===== config.mk =====
export PLATFORM = sky130hd
export DESIGN_NAME = clk_state_ctrl
export DESIGN_NICKNAME = d
export VERILOG_FILES = /design/src/rtl/clk_state_pkg.sv /design/src/rtl/cs_strap_latch.sv /design/src/rtl/cs_exit_timer.sv /design/src/rtl/cs_next_state.sv /design/src/rtl/clk_state_ctrl.sv
export SDC_FILE = /design/constraint.sdc
export NUM_CORES = 1
export LEC_CHECK = 0
export BUFFER_PORTS_ARGS = -buffer_cell sky130_fd_sc_hd__buf_2
export CORE_ASPECT_RATIO = 0.7
export CORE_UTILIZATION = 58
export CTS_CLUSTER_DIAMETER = 150
export DETAILED_ROUTE_END_ITERATION = 12
export PLACE_DENSITY = 0.79
export SLEW_MARGIN = 20
export SYNTH_ARGS = -nofsm -noshare
export SYNTH_HDL_FRONTEND = slang
export SYNTH_SLANG_ARGS = --single-unit

===== constraint.sdc =====
create_clock -name clk -period 5.6 [get_ports clk]
set_clock_uncertainty 0.15 [all_clocks]
set_input_delay 0.56 -clock clk [delete_from_list [all_inputs] [get_ports clk]]
set_output_delay 0.56 -clock clk [all_outputs]
set_load 0.05 [all_outputs]

===== src/rtl/clk_state_pkg.sv =====
package clk_state_pkg;

  typedef enum logic [2:0] {
    CS_NORMAL  = 3'd0,
    CS_AHALT   = 3'd1,
    CS_QSTART  = 3'd2,
    CS_SGRANT  = 3'd3,
    CS_SNOOP   = 3'd4,
    CS_SLEEP   = 3'd5,
    CS_DEEP    = 3'd6
  } cs_t;

  typedef struct packed {
    logic halt;
    logic intr;
    logic stp;
    logic snoop;
    logic snoop_done;
    logic sleep;
    logic deep;
  } cs_evt_t;

endpackage


===== src/rtl/cs_strap_latch.sv =====
module cs_strap_latch (
  input  logic clk,
  input  logic rst_n,
  input  logic strap_in,
  output logic strap_q
);

  // Strap is loaded on every clock while reset is held, then frozen.
  always_ff @(posedge clk) begin
    if (!rst_n) strap_q <= strap_in;
  end

  assert_strap_frozen_R3: assert property (
    @(posedge clk) disable iff (!rst_n)
    $past(rst_n) |-> $stable(strap_q)
  );

endmodule


===== src/rtl/cs_exit_timer.sv =====
module cs_exit_timer #(
  parameter int EXIT_CYCLES = 3000
) (
  input  logic clk,
  input  logic rst_n,
  input  logic in_deep,
  input  logic deep_req,
  output logic done
);

  localparam int CNT_W = (EXIT_CYCLES < 2) ? 1 : $clog2(EXIT_CYCLES);
  localparam logic [CNT_W-1:0] LAST = CNT_W'(EXIT_CYCLES - 1);

  logic [CNT_W-1:0] cnt_q;
  logic             counting;

  assign counting = in_deep && !deep_req;
  assign done     = counting && (cnt_q == LAST);

  always_ff @(posedge clk or negedge rst_n) begin
    if (!rst_n)         cnt_q <= '0;
    else if (!counting) cnt_q <= '0;
    else if (!done)     cnt_q <= cnt_q + 1'b1;
  end

  assert_cnt_bound_R7: assert property (
    @(posedge clk) disable iff (!rst_n)
    cnt_q <= LAST
  );

  assert_cnt_restart_R7: assert property (
    @(posedge clk) disable iff (!rst_n)
    deep_req |=> cnt_q == '0
  );

endmodule


===== src/rtl/cs_next_state.sv =====
module cs_next_state
  import clk_state_pkg::*;
#(
  parameter bit MOBILE_ONLY = 1'b1
) (
  input  cs_t     cur,
  input  cs_t     ret,
  input  logic    strap_sg,
  input  cs_evt_t ev,
  input  logic    exit_done,
  output cs_t     nxt,
  output cs_t     nxt_ret
);

  localparam bit DESK_OK = !MOBILE_ONLY;

  logic stp_ok;
  cs_t  stp_tgt;

  generate
    if (DESK_OK) begin : g_desk
      assign stp_ok  = ev.stp;
      assign stp_tgt = strap_sg ? CS_SGRANT : CS_QSTART;
    end else begin : g_mobile
      assign stp_ok  = ev.stp && !strap_sg;
      assign stp_tgt = CS_QSTART;
    end
  endgenerate

  always_comb begin
    nxt     = cur;
    nxt_ret = ret;
    unique case (cur)
      CS_NORMAL: begin
        if (stp_ok)       nxt = stp_tgt;
        else if (ev.halt) nxt = CS_AHALT;
      end
      CS_AHALT: begin
        if (ev.intr) nxt = CS_NORMAL;
        else if (ev.snoop) begin
          nxt     = CS_SNOOP;
          nxt_ret = CS_AHALT;
        end
      end
      CS_QSTART: begin
        if (!ev.stp) nxt = CS_NORMAL;
        else if (ev.snoop) begin
          nxt     = CS_SNOOP;
          nxt_ret = CS_QSTART;
        end else if (ev.deep) begin
          nxt     = CS_DEEP;
          nxt_ret = CS_QSTART;
        end
      end
      CS_SGRANT: begin
        if (!ev.stp) nxt = CS_NORMAL;
        else if (ev.snoop) begin
          nxt     = CS_SNOOP;
          nxt_ret = CS_SGRANT;
        end else if (ev.sleep && DESK_OK) nxt = CS_SLEEP;
      end
      CS_SLEEP: begin
        if (ev.deep) begin
          nxt     = CS_DEEP;
          nxt_ret = CS_SLEEP;
        end else if (!ev.sleep) nxt = CS_SGRANT;
      end
      CS_SNOOP: begin
        if (ev.snoop_done) nxt = ret;
      end
      CS_DEEP: begin
        if (exit_done) nxt = ret;
      end
      default: nxt = CS_NORMAL;
    endcase
  end

endmodule


===== src/rtl/clk_state_ctrl.sv =====
module clk_state_ctrl
  import clk_state_pkg::*;
#(
  parameter bit MOBILE_ONLY = 1'b1,
  parameter int EXIT_CYCLES = 3000
) (
  input  logic       clk,
  input  logic       rst_n,
  input  logic       strap_qs_sel,
  input  logic       halt_evt,
  input  logic       wake_intr,
  input  logic       stpclk_req,
  input  logic       snoop_req,
  input  logic       snoop_done,
  input  logic       sleep_req,
  input  logic       deep_req,
  output logic [2:0] cur_state,
  output logic       core_clk_en,
  output logic       exit_ready
);

  cs_t     state_q, ret_q, state_d, ret_d;
  cs_evt_t ev;
  logic    strap_sg;
  logic    exit_done;

  assign ev = '{halt: halt_evt, intr: wake_intr, stp: stpclk_req,
                snoop: snoop_req, snoop_done: snoop_done,
                sleep: sleep_req, deep: deep_req};

  cs_strap_latch u_strap (
    .clk      (clk),
    .rst_n    (rst_n),
    .strap_in (strap_qs_sel),
    .strap_q  (strap_sg)
  );

  cs_exit_timer #(.EXIT_CYCLES(EXIT_CYCLES)) u_timer (
    .clk      (clk),
    .rst_n    (rst_n),
    .in_deep  (state_q == CS_DEEP),
    .deep_req (deep_req),
    .done     (exit_done)
  );

  cs_next_state #(.MOBILE_ONLY(MOBILE_ONLY)) u_next (
    .cur       (state_q),
    .ret       (ret_q),
    .strap_sg  (strap_sg),
    .ev        (ev),
    .exit_done (exit_done),
    .nxt       (state_d),
    .nxt_ret   (ret_d)
  );

  always_ff @(posedge clk or negedge rst_n) begin
    if (!rst_n) begin
      state_q <= CS_NORMAL;
      ret_q   <= CS_NORMAL;
    end else begin
      state_q <= state_d;
      ret_q   <= ret_d;
    end
  end

  assign cur_state   = state_q;
  assign core_clk_en = (state_q == CS_NORMAL) || (state_q == CS_SNOOP);
  assign exit_ready  = (state_q != CS_DEEP);

  // ---- assertions ----
  assert_sg_needs_strap_R3: assert property (
    @(posedge clk) disable iff (!rst_n)
    (state_q == CS_SGRANT) |-> strap_sg
  );

  assert_qs_needs_strap_R3: assert property (
    @(posedge clk) disable iff (!rst_n)
    (state_q == CS_QSTART) |-> !strap_sg
  );

  assert_no_desk_states_R4: assert property (
    @(posedge clk) disable iff (!rst_n)
    MOBILE_ONLY |-> (state_q != CS_SGRANT && state_q != CS_SLEEP)
  );

  assert_snoop_return_R5: assert property (
    @(posedge clk) disable iff (!rst_n)
    (state_q == CS_SNOOP && snoop_done) |=> (cur_state == $past(ret_q))
  );

  assert_deep_exit_req_low_R7: assert property (
    @(posedge clk) disable iff (!rst_n)
    (state_q == CS_DEEP && deep_req) |=> (state_q == CS_DEEP)
  );

  assert_deep_entry_R6: assert property (
    @(posedge clk) disable iff (!rst_n)
    (state_q != CS_DEEP) |=> (state_q != CS_DEEP ||
                              $past(state_q) == CS_QSTART ||
                              $past(state_q) == CS_SLEEP)
  );

  assert_gate_off_lowpow_R8: assert property (
    @(posedge clk) disable iff (!rst_n)
    (state_q == CS_AHALT || state_q == CS_QSTART || state_q == CS_DEEP) |-> !core_clk_en
  );

  assert_stp_drop_R9: assert property (
    @(posedge clk) disable iff (!rst_n)
    ((state_q == CS_QSTART || state_q == CS_SGRANT) && !stpclk_req) |=> (state_q == CS_NORMAL)
  );

endmodule


Yosys cells after proc, flatten, opt, wreduce, memory -nomap -nowiden
Cells that the tools add are included.

storage, ports and cells
  register bits after elaboration = 19
  bits in latches = 0
  memory bits (writable) = 0
  ROM bits = 0
  input port bits = 10
  output and inout port bits = 5
  memories kept = 0

operators by class
  add/sub/neg operators = 1
  multipliers = 0
  divide/modulo/power cells = 0
  magnitude comparators = 0
  eq/ne operators = 21
  shift-type cells = 0
  muxes and demuxes = 24
  bitwise gates (word level) = 0
  reduce and logical (&&, ||, !) cells = 10

operator list
  operator                                                count
  two-way mux 3 bit                                       20
  two-way mux 12 bit                                      2
  one-hot mux 3 bit (7 select lines)                      1
  inequality test 2 bit (second input constant)           9
  adder 12 x 1 -> 12 bit (second input constant)          1
  == test 12 bit (second input constant)                  1
  one-hot mux 3 bit (4 select lines)                      1
  == test 3 bit (second input constant)                   3
  inequality test 3 bit (second input constant)           3
  AND reduction 8 bit                                     1
  == test 3 x 2 -> 1 bit (second input constant)          2
  AND reduction 5 bit                                     1
  inequality test 4 bit (second input constant)           1
  nonzero test 4 bit                                      1
  == test 3 x 1 -> 1 bit (second input constant)          1
  logical AND 1 bit                                       3
  zero test 3 bit                                         1
  inequality test 3 x 2 -> 1 bit (second input constant)  1
  zero test 1 bit                                         2
  logical OR 1 bit                                        1

Logic depth before layout (Yosys ltp)
Gate-level depths: netlist of the first run.

  word-level depth = 5
  depth in mapped cells = 6
  mapped depth without buffers = 5

Hierarchy
Synthesis of the first run repeated with hierarchy kept, for this count alone.

second synthesis, totals
  cells, all modules = 127
  area, all modules = 1162.4 µm²

by module, submodules not included
  module          instances  cells each  area each (µm²)  seq. area each (µm²)
  cs_exit_timer   1          67          643.1            300.3
  cs_next_state   1          49          315.3            0.0
  clk_state_ctrl  1          9           170.2            150.1
  cs_strap_latch  1          2           33.8             30.0

Worst setup path before layout of the first run
Ideal clock, no wire load.

  kind = flip-flop to flip-flop
  from = register state_q[2] (netlist: cur_state[2])
  to = register state_q[1] (netlist: cur_state[1])
  setup time = 125 ps
  arrival = 2057 ps
  path slack = 3268 ps
  stages on the path, launching flop included = 6
  path buffers = 1
  path through = dfrtp_1 buf_2 nor2b_1 nand2_1 o221ai_2 mux2_4

between the ends
  word-level cells in the longest chain between the ends = 5
  elaborated cells on any way between the ends = 16

ends and longest elaborated chain
  item                             RTL line                                   text
  from (decl)                      clk_state_ctrl.sv:22                       cs_t state_q, ret_q, state_d, ret_d;
  from (signal assigned)           clk_state_ctrl.sv:61                       state_q <= state_d;
  == test 3 bit                    cs_next_state.sv:33, clk_state_ctrl.sv:41
  logical AND 1 bit                cs_exit_timer.sv:17                        assign counting = in_deep && !deep_req;
  logical AND 1 bit                cs_exit_timer.sv:18                        assign done = counting && (cnt_q == LAST);
  inequality test 2 bit (no line)  -
  AND reduction 5 bit (no line)    -

Parallel ways exist; a longest one is shown, timed or not.
A chain may end at the register's enable or synchronous reset.

Final worst setup path of the first run
  from = register state_q[0] (netlist: cur_state[0])
  to = output port core_clk_en

between the ends
  word-level cells in the longest chain between the ends = 2
  elaborated cells on any way between the ends = 3

ends and longest elaborated chain
  item                                              RTL line              text
  == test 3 bit or zero test 3 bit (tied branches)  clk_state_ctrl.sv:67  assign core_clk_en = (state_q == CS_NORMAL) || (state_q == CS_SNOOP);
  logical OR 1 bit *                                clk_state_ctrl.sv:67
  to (decl)                                         clk_state_ctrl.sv:18  output logic core_clk_en,

Mark *: on every way between the ends. The rest lies on a longest branch, timed or not.

==> results of run 1 <==
## state kept, by name, indices dropped and copies added (netlist names)
signal / cells
u_timer.cnt_q: 12
ret_q: 3
u_strap.strap_q: 1
cur_state: 3
## critical path: cells and delay by family (launching register included)
kind	cells	cell delay, ps
and+or+nand+nor	1	370
buffers and inverters	2	310
DFF	1	530
## kinds of logic (layout without fill, tap and decap cells)
group | after synthesis | in the layout
compound gates | 20 | 20
xor+xnor | 9 | 9
fa+ha+maj | 1 | 1
buf+inv | 12 | 26
flops | 19 | 19
mux | 5 | 5
simple gates | 56 | 56
## cells in the final DEF, fill, tap and decap left out, types with 2 or more instances in the layout
cell      count
mux2_4        2
buf_2        14
nor3_1        4
nand4_1       3
or2_2         2
a21oi_1       4
or3_1         2
inv_1         8
xnor2_1       8
dfrtp_1      18
nand2_1       6
nor2_1       14
mux2_2        2
nor2b_1       9
clkbuf_4      3
o21ai_0       8
nand3_1       4
nand2b_1      4
## worst min-delay path by stage
stage / start / end / slack, ps / cells after the start
floorplan: rst_n / cur_state[0]$_DFFE_PN0P_ / 110 / 0
global placement: ret_q[2]$_DFFE_PN0P_ / ret_q[2]$_DFFE_PN0P_ / 310 / 1
detailed placement: ret_q[2]$_DFFE_PN0P_ / ret_q[2]$_DFFE_PN0P_ / 350 / 1
CTS: rst_n / cur_state[0]$_DFFE_PN0P_ / 50 / 1
global route: rst_n / cur_state[0]$_DFFE_PN0P_ / 50 / 1
finish: rst_n / cur_state[2]$_DFFE_PN0P_ / 30 / 1
## power groups by stage
stage / Sequential, uW / Clock, uW / Combinational, uW
floorplan: 197 / 0 / 122
global placement: 188 / 0 / 164
detailed placement: 190 / 0 / 165
CTS: 187 / 67.4 / 166
global route: 192 / 75.8 / 182
finish: 187 / 65.9 / 165
## layout make-up
type,count,area (um^2)
multi-input combinational,91,613
fill,151,607
sequential,19,480
timing repair buffer,14,70.1
inverter,8,30.0
tap,22,27.5
clock buffer,4,26.3
## metrics by stage
step | hold slack [ps] | instances | power, uW | instance area (um^2)
3_3_place_gp | 313 | 154 | 351 | 1220
2_1_floorplan | 114 | 122 | 319 | 1140
5_1_grt | 49.4 | 158 | 449 | 1250
4_1_cts | 53.8 | 158 | 420 | 1250
6_report | 30.6 | 158 | 418 | 1250
3_5_place_dp | 354 | 154 | 355 | 1220
## routing by layer
| metal | vias to the layer above | routed length [um] | GRT usage (%) |
|---|---|---|---|
| met5 | - | 0 | 0 |
| met4 | 0 | 9 | 3.75 |
| met3 | 2 | 114 | 7.06 |
| met2 | 22 | 889 | 37.7 |
| met1 | 411 | 1170 | 35.0 |
| li1 | 449 | - | - |
==> impl_results.md, run 1 <==
- Status: finished clean
- Initial Util: 61.6%
- Yosys reg bits: 19
- First-pass GRT wire length: 3620 um
- Synthesized instance count: 122
- Reg2reg start: cur_state[0]$_DFFE_PN0P_
- Fin crit share: 39.6%
- Hold WC Path Type: input pin to async pin
- Iter 0 DRT Violations: 18
- Setup TNS: 0 ps
- Routed vias: 884
- Root buf cell: clkbuf_4
- Synth cell types: 38
- NetSw: 165 uW
- Clock share of power: 15.8%
- Post-synth top area cell: dfrtp_1
- Synthesis-to-finish area growth: 9.20%
- Worst vdd ir: 0.264 mV
- Final ANT Viol Nets: 0
- Clk_lat worst skew: 290 ps
- Slew headroom: 67.6%
- Top FF cell, synth: dfrtp_1
- WL final: 2180 um
- Post-Synth XOR/XNOR Area: 6.90%
- Comb power frac: 39.4%
- Vias per cell: 5.59
- Fmax: 0.451 GHz
- Die span in y: 39.1 um
- Share of post-route cells with drive strength above 1: 20.6%
- Final hold viol count: 0
- Routability cong.: 0.864
- Final Max Slew Viols: 0
- Post-synth ARST share: 94.7%
- Top cell type's share of synthesized area: 39.4%
- Post-synth EDFFs: 1
- Total Nets Final: 148
- CP cell instances: or2_2 > inv_1 > buf_2
- Final core occ: 67.3%
- H-tree depth: 1
- Register area share after synthesis: 42.1%
- Dpl ws: 3470 ps
- Crit Reg-Reg Endpoint: cur_state[1]$_DFFE_PN0P_
- Port bufs: 14
- Maxcap violations: 0
- Syn nets: 133
- Pwr/cell area: 335 mW/mm^2
- GRT Total Usage: 24.7%
- Avg Synthesized Cell Area: 9.36 um^2
- Mapped cell area: 0.00114 mm^2
- Reg2reg setup slack: 3500 ps
- Internal: 253 uW
- Worst path arrival time: 1510 ps
- DP HPWL: 1650 um
- Seq pwr share: 44.8%
- Clk buf depth: 2
- CP Data Required Time: 4890 ps
- Main combinational cell family by area after synthesis: simple AND/OR/NAND/NOR gates
- Compound-Gate Fraction of Synth Area: 11.5%
- Final setup viols: 0
- Worst-margin pin slew: 479 ps
- CTS clock-pin slew for the worst setup and hold paths: 100 ps
- CP Max Fanout: 16
- Minimum clock period: 2220 ps
- Die Wd: 55.0 um
- CTS tree: yes
- Most frequent cell after synthesis: dfrtp_1
- Unrepaired setup endpoints after global routing: no
- Floorplan core area: 0.00185 mm^2
- Ant diodes: 0
- Sw Share: 39.5%
- Final worst slack: 3380 ps
- Pin count of the biggest net entering global routing: 20
- Multiplexer share of the synthesized area: 5.48%
- CTS Buf Count: 3
- Initial antenna violation count: 0
- Routed WL per cell: 13.8 um
- Worst R2R Path Depth: 4
- Largest stage delay, worst path: 530 ps
- Post-Synth Simple-Gate Area: 28.7%
- DR DRC count: 0
- Worst setup path startpoint: cur_state[0]$_DFFE_PN0P_
- Crit path to: core_clk_en
- Hold buffer count at CTS: 0
- First-pass iteration count of the detailed router: 4
- Remaining global-route overflow: 0
- Element type at the critical path end: primary output
- Vias in the first global route: 807
- WS Path Type: flip-flop to primary output
- Post-CTS sizing: 0
- Io pins: 15
- Clock sink total: 19
- Setup Buffers After CTS: 0
- Adder-cell area share of the yosys netlist: 1.10%
- Largest cells by area after synthesis: dfrtp_1, xnor2_1, nor2b_1
- Crit path launch type: flip-flop
- Max stage delay cell, worst path: dfrtp_1
- Die area: 0.00215 mm^2
- Static Leak: 0.000505 uW
- Synth warn: 0
- # rows: 13
- Post-synth top cells: dfrtp_1, nor2_1, nor2b_1
Note: power is estimated with default switching activity, not from simulation.
==> inputs of run 2 (changes only) <==
--- a/config.mk
+++ b/config.mk
@@ -7,10 +7,10 @@
 export LEC_CHECK = 0
 export BUFFER_PORTS_ARGS = -buffer_cell sky130_fd_sc_hd__buf_2
 export CORE_ASPECT_RATIO = 0.7
-export CORE_UTILIZATION = 58
+export CORE_UTILIZATION = 50
 export CTS_CLUSTER_DIAMETER = 150
 export DETAILED_ROUTE_END_ITERATION = 12
-export PLACE_DENSITY = 0.79
+export PLACE_DENSITY = 0.72
 export SLEW_MARGIN = 20
 export SYNTH_ARGS = -nofsm -noshare
 export SYNTH_HDL_FRONTEND = slang
==> constraint.sdc (replaced) <==
create_clock -name clk -period 1.8 [get_ports clk]
set_clock_uncertainty 0.15 [all_clocks]
set_input_delay 0.18 -clock clk [delete_from_list [all_inputs] [get_ports clk]]
set_output_delay 0.18 -clock clk [all_outputs]
set_load 0.05 [all_outputs]
==> impl_results.md, run 2 (synthesis gave the netlist of run 1 again) <==
- DR DRC count: 0 (unchanged)
- CP Data Required Time: 1850 ps (-3040 ps)
- Total Nets Final: 170 (+15%)
- Floorplan core area: 0.00215 mm^2 (+16%)
- Final Max Slew Viols: 0 (unchanged)
- Routed vias: 1,014 (+15%)
- Crit path launch type: flip-flop
- First-pass GRT wire length: 4400 um (+22%)
- Sw Share: 39.4% (-0.10 points)
- # rows: 14 (+1)
- CTS clock-pin slew for the worst setup and hold paths: 110 ps (about the same)
- Pin count of the biggest net entering global routing: 19 (-5.0%)
- Unrepaired setup endpoints after global routing: yes
- WL final: 2680 um (+23%)
- Clock share of power: 14.6% (-1.2 points)
- Die Wd: 59.1 um (+7.4%)
- Element type at the critical path end: flip-flop
- Final worst slack: -97.3 ps (-3480 ps)
- CP Max Fanout: 3 (-13)
- Final ANT Viol Nets: 0 (unchanged)
- Violated checks: setup timing
- Top cell family by delay on the critical path: simple AND/OR/NAND/NOR gates
- CTS Buf Count: 3 (unchanged)
- Overall power: 1510 uW (+260%)
- Seq pwr share: 36.6% (-8.2 points)
- Worst-margin pin slew: 341 ps (-138 ps)
- Synthesis-to-finish area growth: 31.0%
- First-pass iteration count of the detailed router: 5 (+1)
- Hold slack final: 261 ps (+230 ps)
- Clock sink total: 19 (unchanged)
- H-tree depth: 1 (unchanged)
- Fin crit share: 105%
- Final hold viol count: 0 (unchanged)
- Clk_lat worst skew: 300 ps (about the same)
- Slew headroom: 77.1% (+9.4 points)
- Port bufs: 14 (unchanged)
- Minimum clock period: 1900 ps
- Iter 0 DRT Violations: 39 (+21)
- Maxcap violations: 0 (unchanged)
- Io pins: 15 (unchanged)
- Status: finished, violations left
- Final setup viols: 4 (+4)
- Worst vdd ir: 0.529 mV (+100%)
- Root buf cell: clkbuf_4
- Static Leak: 0.000652 uW (+29%)
- Fmax: 0.527 GHz
- DP HPWL: 1990 um (+21%)
- Pwr/cell area: 1010 mW/mm^2 (+200%)
- Max stage delay cell, worst path: or4b_4
- WS Path Type: flip-flop to flip-flop
- Remaining global-route overflow: 0 (unchanged)
- CTS tree: yes
- Commonest non-fill, non-tap cell in the layout: buf_4
- Internal: 913 uW (+260%)
- Routed WL per cell: 14.1 um (+2.3%)
- Hold WC Path Type: input pin to async pin
- Fin cells: 190 (+20%)
- Vias per cell: 5.34 (-4.6%)
- Buffers & Inverters on Critical Path: 0 (-2)
- Die area: 0.00248 mm^2 (+15%)
- Die span in y: 42.0 um (+7.3%)
- Routability cong.: 0.901 (+4.3%)
- Ant diodes: 0 (unchanged)
- Final core occ: 69.5% (+2.2 points)
- Largest stage delay, worst path: 560 ps (+30 ps)
- GRT Total Usage: 24.4% (-0.36 points)
- Clk buf depth: 2 (unchanged)
- Initial Util: 53.0% (-8.6 points)
- CP cell instances: or4b_4 > nor4_4 > o221ai_4 > mux2_4
- Commonest non-fill, non-tap cells in the layout: buf_4, dfrtp_1, nor2_1
- Vias in the first global route: 978 (+21%)
- Max FFs per register: 12 (unchanged)
- NetSw: 593 uW (+260%)
- Worst path arrival time: 1950 ps (+440 ps)
- Reg with most FFs: u_timer.cnt_q
- Share of post-route cells with drive strength above 1: 34.2% (+14 points)
- Comb power frac: 48.8% (+9.4 points)
- Number of cells in the design after placement: 181 (+18%)
- Initial antenna violation count: 0 (unchanged)
==> run 2: final cells by class <==
type / count / area, um^2
clock buffer: 4 / 26.3
tap: 32 / 40.0
sequential: 19 / 484
fill: 174 / 658
timing repair buffer: 36 / 258
inverter: 8 / 30.0
multi-input combinational: 91 / 658
==> run 2: path summary, 6_finish.rpt <==
path | from | endpoint | slack, ps | cells past startpoint
setup / recovery | u_timer.cnt_q[3]$_DFFE_PN0P_ | cur_state[2]$_DFFE_PN0P_ | -100 | 4
hold / removal | rst_n | u_timer.cnt_q[10]$_DFFE_PN0P_ | 260 | 3
setup reg to reg | u_timer.cnt_q[3]$_DFFE_PN0P_ | cur_state[2]$_DFFE_PN0P_ | -100 | 4
hold reg to reg | ret_q[2]$_DFFE_PN0P_ | ret_q[2]$_DFFE_PN0P_ | 360 | 1
max in group asynchronous | rst_n | cur_state[1]$_DFFE_PN0P_ | 1020 | 3
min in group clk | stpclk_req | cur_state[0]$_DFFE_PN0P_ | 260 | 5
==> run 2: power by group through the flow <==
stage                     clock network, uW  registers, uW  logic, uW
final                                   220            552        735
after global routing                    244            564        784
after CTS                               222            553        707
after detailed placement                  0            562        700
after global placement                    0            557        687
after floorplan                           0            627        439
==> run 2: worst reg2reg max path: stages, from the launching register on <==
cell and delay [ps]:
dfrtp_1 390, or4b_4 560, nor4_4 200, o221ai_4 170, mux2_4 320
==> run 2: what timing repair did <==
item | in CTS | in global routing
hold buffers | 3 | 0
resized for setup | 1 | 4
endpoints found under the hold margin | 20 | 0
buffers inserted | 1 | 1
pin swaps | 2 | 4
setup endpoints to repair | 6 | 11
==> run 2: per-stage QoR <==
step | setup TNS [ps] | worst slack (ps) | cell area [um^2]
3_3_place_gp | -176 | -58.2 | 1410
3_5_place_dp | -440 | -98.3 | 1410
4_1_cts | -491 | -101 | 1480
5_1_grt | -631 | -146 | 1500
2_1_floorplan | -457 | -69.2 | 1200
6_report | -276 | -97.3 | 1500
==> run 2: metal layers <==
layer / track usage (%) / part of all wire (%) / vias up
met5: 0 / 0 / -
met4: 6.19 / 0.93 / 0
met3: 6.17 / 5.7 / 5
met2: 36.4 / 44 / 35
met1: 35.3 / 49 / 480
li1: - / - / 494
==> inputs of run 3 (changes only) <==
--- a/config.mk
+++ b/config.mk
@@ -6,11 +6,12 @@
 export NUM_CORES = 1
 export LEC_CHECK = 0
 export BUFFER_PORTS_ARGS = -buffer_cell sky130_fd_sc_hd__buf_2
-export CORE_ASPECT_RATIO = 0.7
-export CORE_UTILIZATION = 50
+export CORE_ASPECT_RATIO = 0.75
+export CORE_UTILIZATION = 53
+export CTS_BUF_LIST = sky130_fd_sc_hd__clkbuf_2 sky130_fd_sc_hd__clkbuf_4 sky130_fd_sc_hd__clkbuf_8
 export CTS_CLUSTER_DIAMETER = 150
 export DETAILED_ROUTE_END_ITERATION = 12
-export PLACE_DENSITY = 0.72
+export PLACE_DENSITY = 0.76
 export SLEW_MARGIN = 20
 export SYNTH_ARGS = -nofsm -noshare
 export SYNTH_HDL_FRONTEND = slang
==> impl_results.md, run 3 (synthesis gave the netlist of run 1 again) <==
- Die area: 0.00235 mm^2 (-5.5%)
- Hold WC Path Type: input pin to flip-flop
- Commonest non-fill, non-tap cells in the layout: buf_4, dfrtp_1, nor2_1
- Highest routed layer: met4
- Die Wd: 55.6 um (-6.0%)
- GRT Total Usage: 24.4% (about the same)
- Status: finished, violations left
- Worst-margin pin slew: 378 ps (+37.2 ps)
- CTS clock-pin slew for the worst setup and hold paths: 110 ps (about the same)
- CP Data Required Time: 1840 ps (about the same)
- Max FFs per register: 12 (unchanged)
- Reg2reg setup slack: -100 ps (about the same)
- Fin crit share: 106% (+0.21 points)
- # rows: 14 (unchanged)
- Routed vias: 1,037 (+2.3%)
- Element type at the critical path end: flip-flop
- Routed wl met2: 1240 um (+4.3%)
- Initial Util: 56.7% (+3.7 points)
- Port bufs: 14 (unchanged)
- Final ANT Viol Nets: 0 (unchanged)
- Minimum clock period: 1900 ps (+3.86 ps)
- First-pass iteration count of the detailed router: 4 (-1)
- Routability cong.: 0.850 (-5.7%)
- Commonest non-fill, non-tap cell in the layout: buf_4
- Vias per cell: 5.70 (+6.8%)
- Die span in y: 42.2 um (+0.51%)
- Final hold viol count: 0 (unchanged)
- Initial antenna violation count: 0 (unchanged)
- Final worst slack: -101 ps (-3.86 ps)
- Reg with most FFs: u_timer.cnt_q
- Final Max Slew Viols: 0 (unchanged)
- CTS Buf Count: 3 (unchanged)
- Routed WL per cell: 15.2 um (+7.4%)
- Pwr/cell area: 998 mW/mm^2 (-0.82%)
- Clock sink total: 19 (unchanged)
- Clk buf depth: 2 (unchanged)
- Setup TNS: -386 ps (-110 ps)
- Final setup viols: 5 (+1)
- CP Max Fanout: 3 (unchanged)
- Remaining global-route overflow: 0 (unchanged)
- Floorplan core area: 0.00201 mm^2 (-6.5%)
- Root buf cell: clkbuf_4
- Slew headroom: 74.6% (-2.5 points)
- Violated checks: setup timing
- Number of cells in the design after placement: 172 (-5.0%)
- Worst vdd ir: 1.15 mV (+120%)
- First-pass GRT wire length: 4310 um (-2.0%)
- Fmax: 0.526 GHz (-0.20%)
- DP HPWL: 1950 um (-2.2%)
- Clk_lat worst skew: 300 ps (about the same)
- H-tree depth: 1 (unchanged)
- Iter 0 DRT Violations: 44 (+13%)
- Ant diodes: 0 (unchanged)
- Static Leak: 0.000654 uW (+0.34%)
- DRT met1 WL: 1350 um (+3.1%)
- Vias in the first global route: 897 (-8.3%)
- CTS tree: yes
- Unrepaired setup endpoints after global routing: yes
- Synthesis-to-finish area growth: 31.1% (about the same)
- Worst path arrival time: 1940 ps (about the same)
- DR DRC count: 0 (unchanged)
- Total Nets Final: 170 (unchanged)
- WL final: 2760 um (+2.9%)
- Maxcap violations: 0 (unchanged)
- WL met3: 152 um (-1.3%)
- Crit path launch type: flip-flop
- Pin count of the biggest net entering global routing: 19 (unchanged)
- WS Path Type: flip-flop to flip-flop
- Io pins: 15 (unchanged)
- Share of post-route cells with drive strength above 1: 36.1% (+1.9 points)
- Fillers: 137 (-21%)
- Fin cells: 182 (-4.2%)
## run 3: cell types whose count changed in the layout (fill, tap and decap cells not counted), sizes merged
cell	delta
buf	+2
clkbuf	-3
clkinv	+1
## run 3: critical path, stage by stage (launching register included)
cell      delay, ps
dfrtp_1         400
or4b_4          570
nor4_4          190
o221ai_4        170
mux2_4          320
## run 3: area by class of cell
| cell class | instances | area (um^2) | share of cell area (%) |
|---|---|---|---|
| clock buffers | 3 | 22.5 | 1.50 |
| clock inverters | 1 | 5.00 | 0.334 |
| inverters | 8 | 30.0 | 2.01 |
| multi-input cells | 91 | 676 | 45.1 |
| flip-flops and latches | 19 | 484 | 32.3 |
| well taps | 24 | 30.0 | 2.01 |
| repair buffers | 36 | 250 | 16.7 |
## run 3: stage by stage
stage / hold slack [ps] / cell area (um^2) / utilization [%] / total power [uW] / worst slack, ps
CTS: 221 / 1450 / 72.2 / 1470 / -100
detailed placement: 60.9 / 1380 / 68.7 / 1220 / -106
floorplan: -266 / 1200 / - / 1070 / -69.2
finish: 240 / 1500 / 74.3 / 1500 / -101
global route: 285 / 1500 / 74.3 / 1570 / -169
global placement: 45.0 / 1380 / 68.7 / 1210 / -51.9
## run 3: final timing paths
path	startpoint	endpoint	cells after the start
worst max-delay path	u_timer.cnt_q[6]$_DFFE_PN0P_	cur_state[2]$_DFFE_PN0P_	4
worst min-delay path	stpclk_req	cur_state[0]$_DFFE_PN0P_	5
worst max register to register	u_timer.cnt_q[6]$_DFFE_PN0P_	cur_state[2]$_DFFE_PN0P_	4
worst min register to register	ret_q[2]$_DFFE_PN0P_	ret_q[2]$_DFFE_PN0P_	1
max in group asynchronous	rst_n	cur_state[2]$_DFFE_PN0P_	3
min in group asynchronous	rst_n	u_timer.cnt_q[6]$_DFFE_PN0P_	3
## run 3: power by group
part           internal [uW]  switching [uW]
logic                    337             396
registers                488            55.1
clock network           82.8             136
## run 3: repair_timing
action | 4_1_cts | 5_1_grt
buffers inserted | 0 | 3
gates cloned | 0 | 0
hold buffers | 3 | 0
pin swaps | 1 | 2
hold endpoints to repair | 20 | 0
resized for setup | 4 | 7
setup endpoints to repair | 7 | 10
## run 3: layer usage
layer	up-vias	track usage, %
met4	0	4.50
met5	-	0
met3	2	5.56
met1	500	36.4
met2	38	36.6
li1	497	-
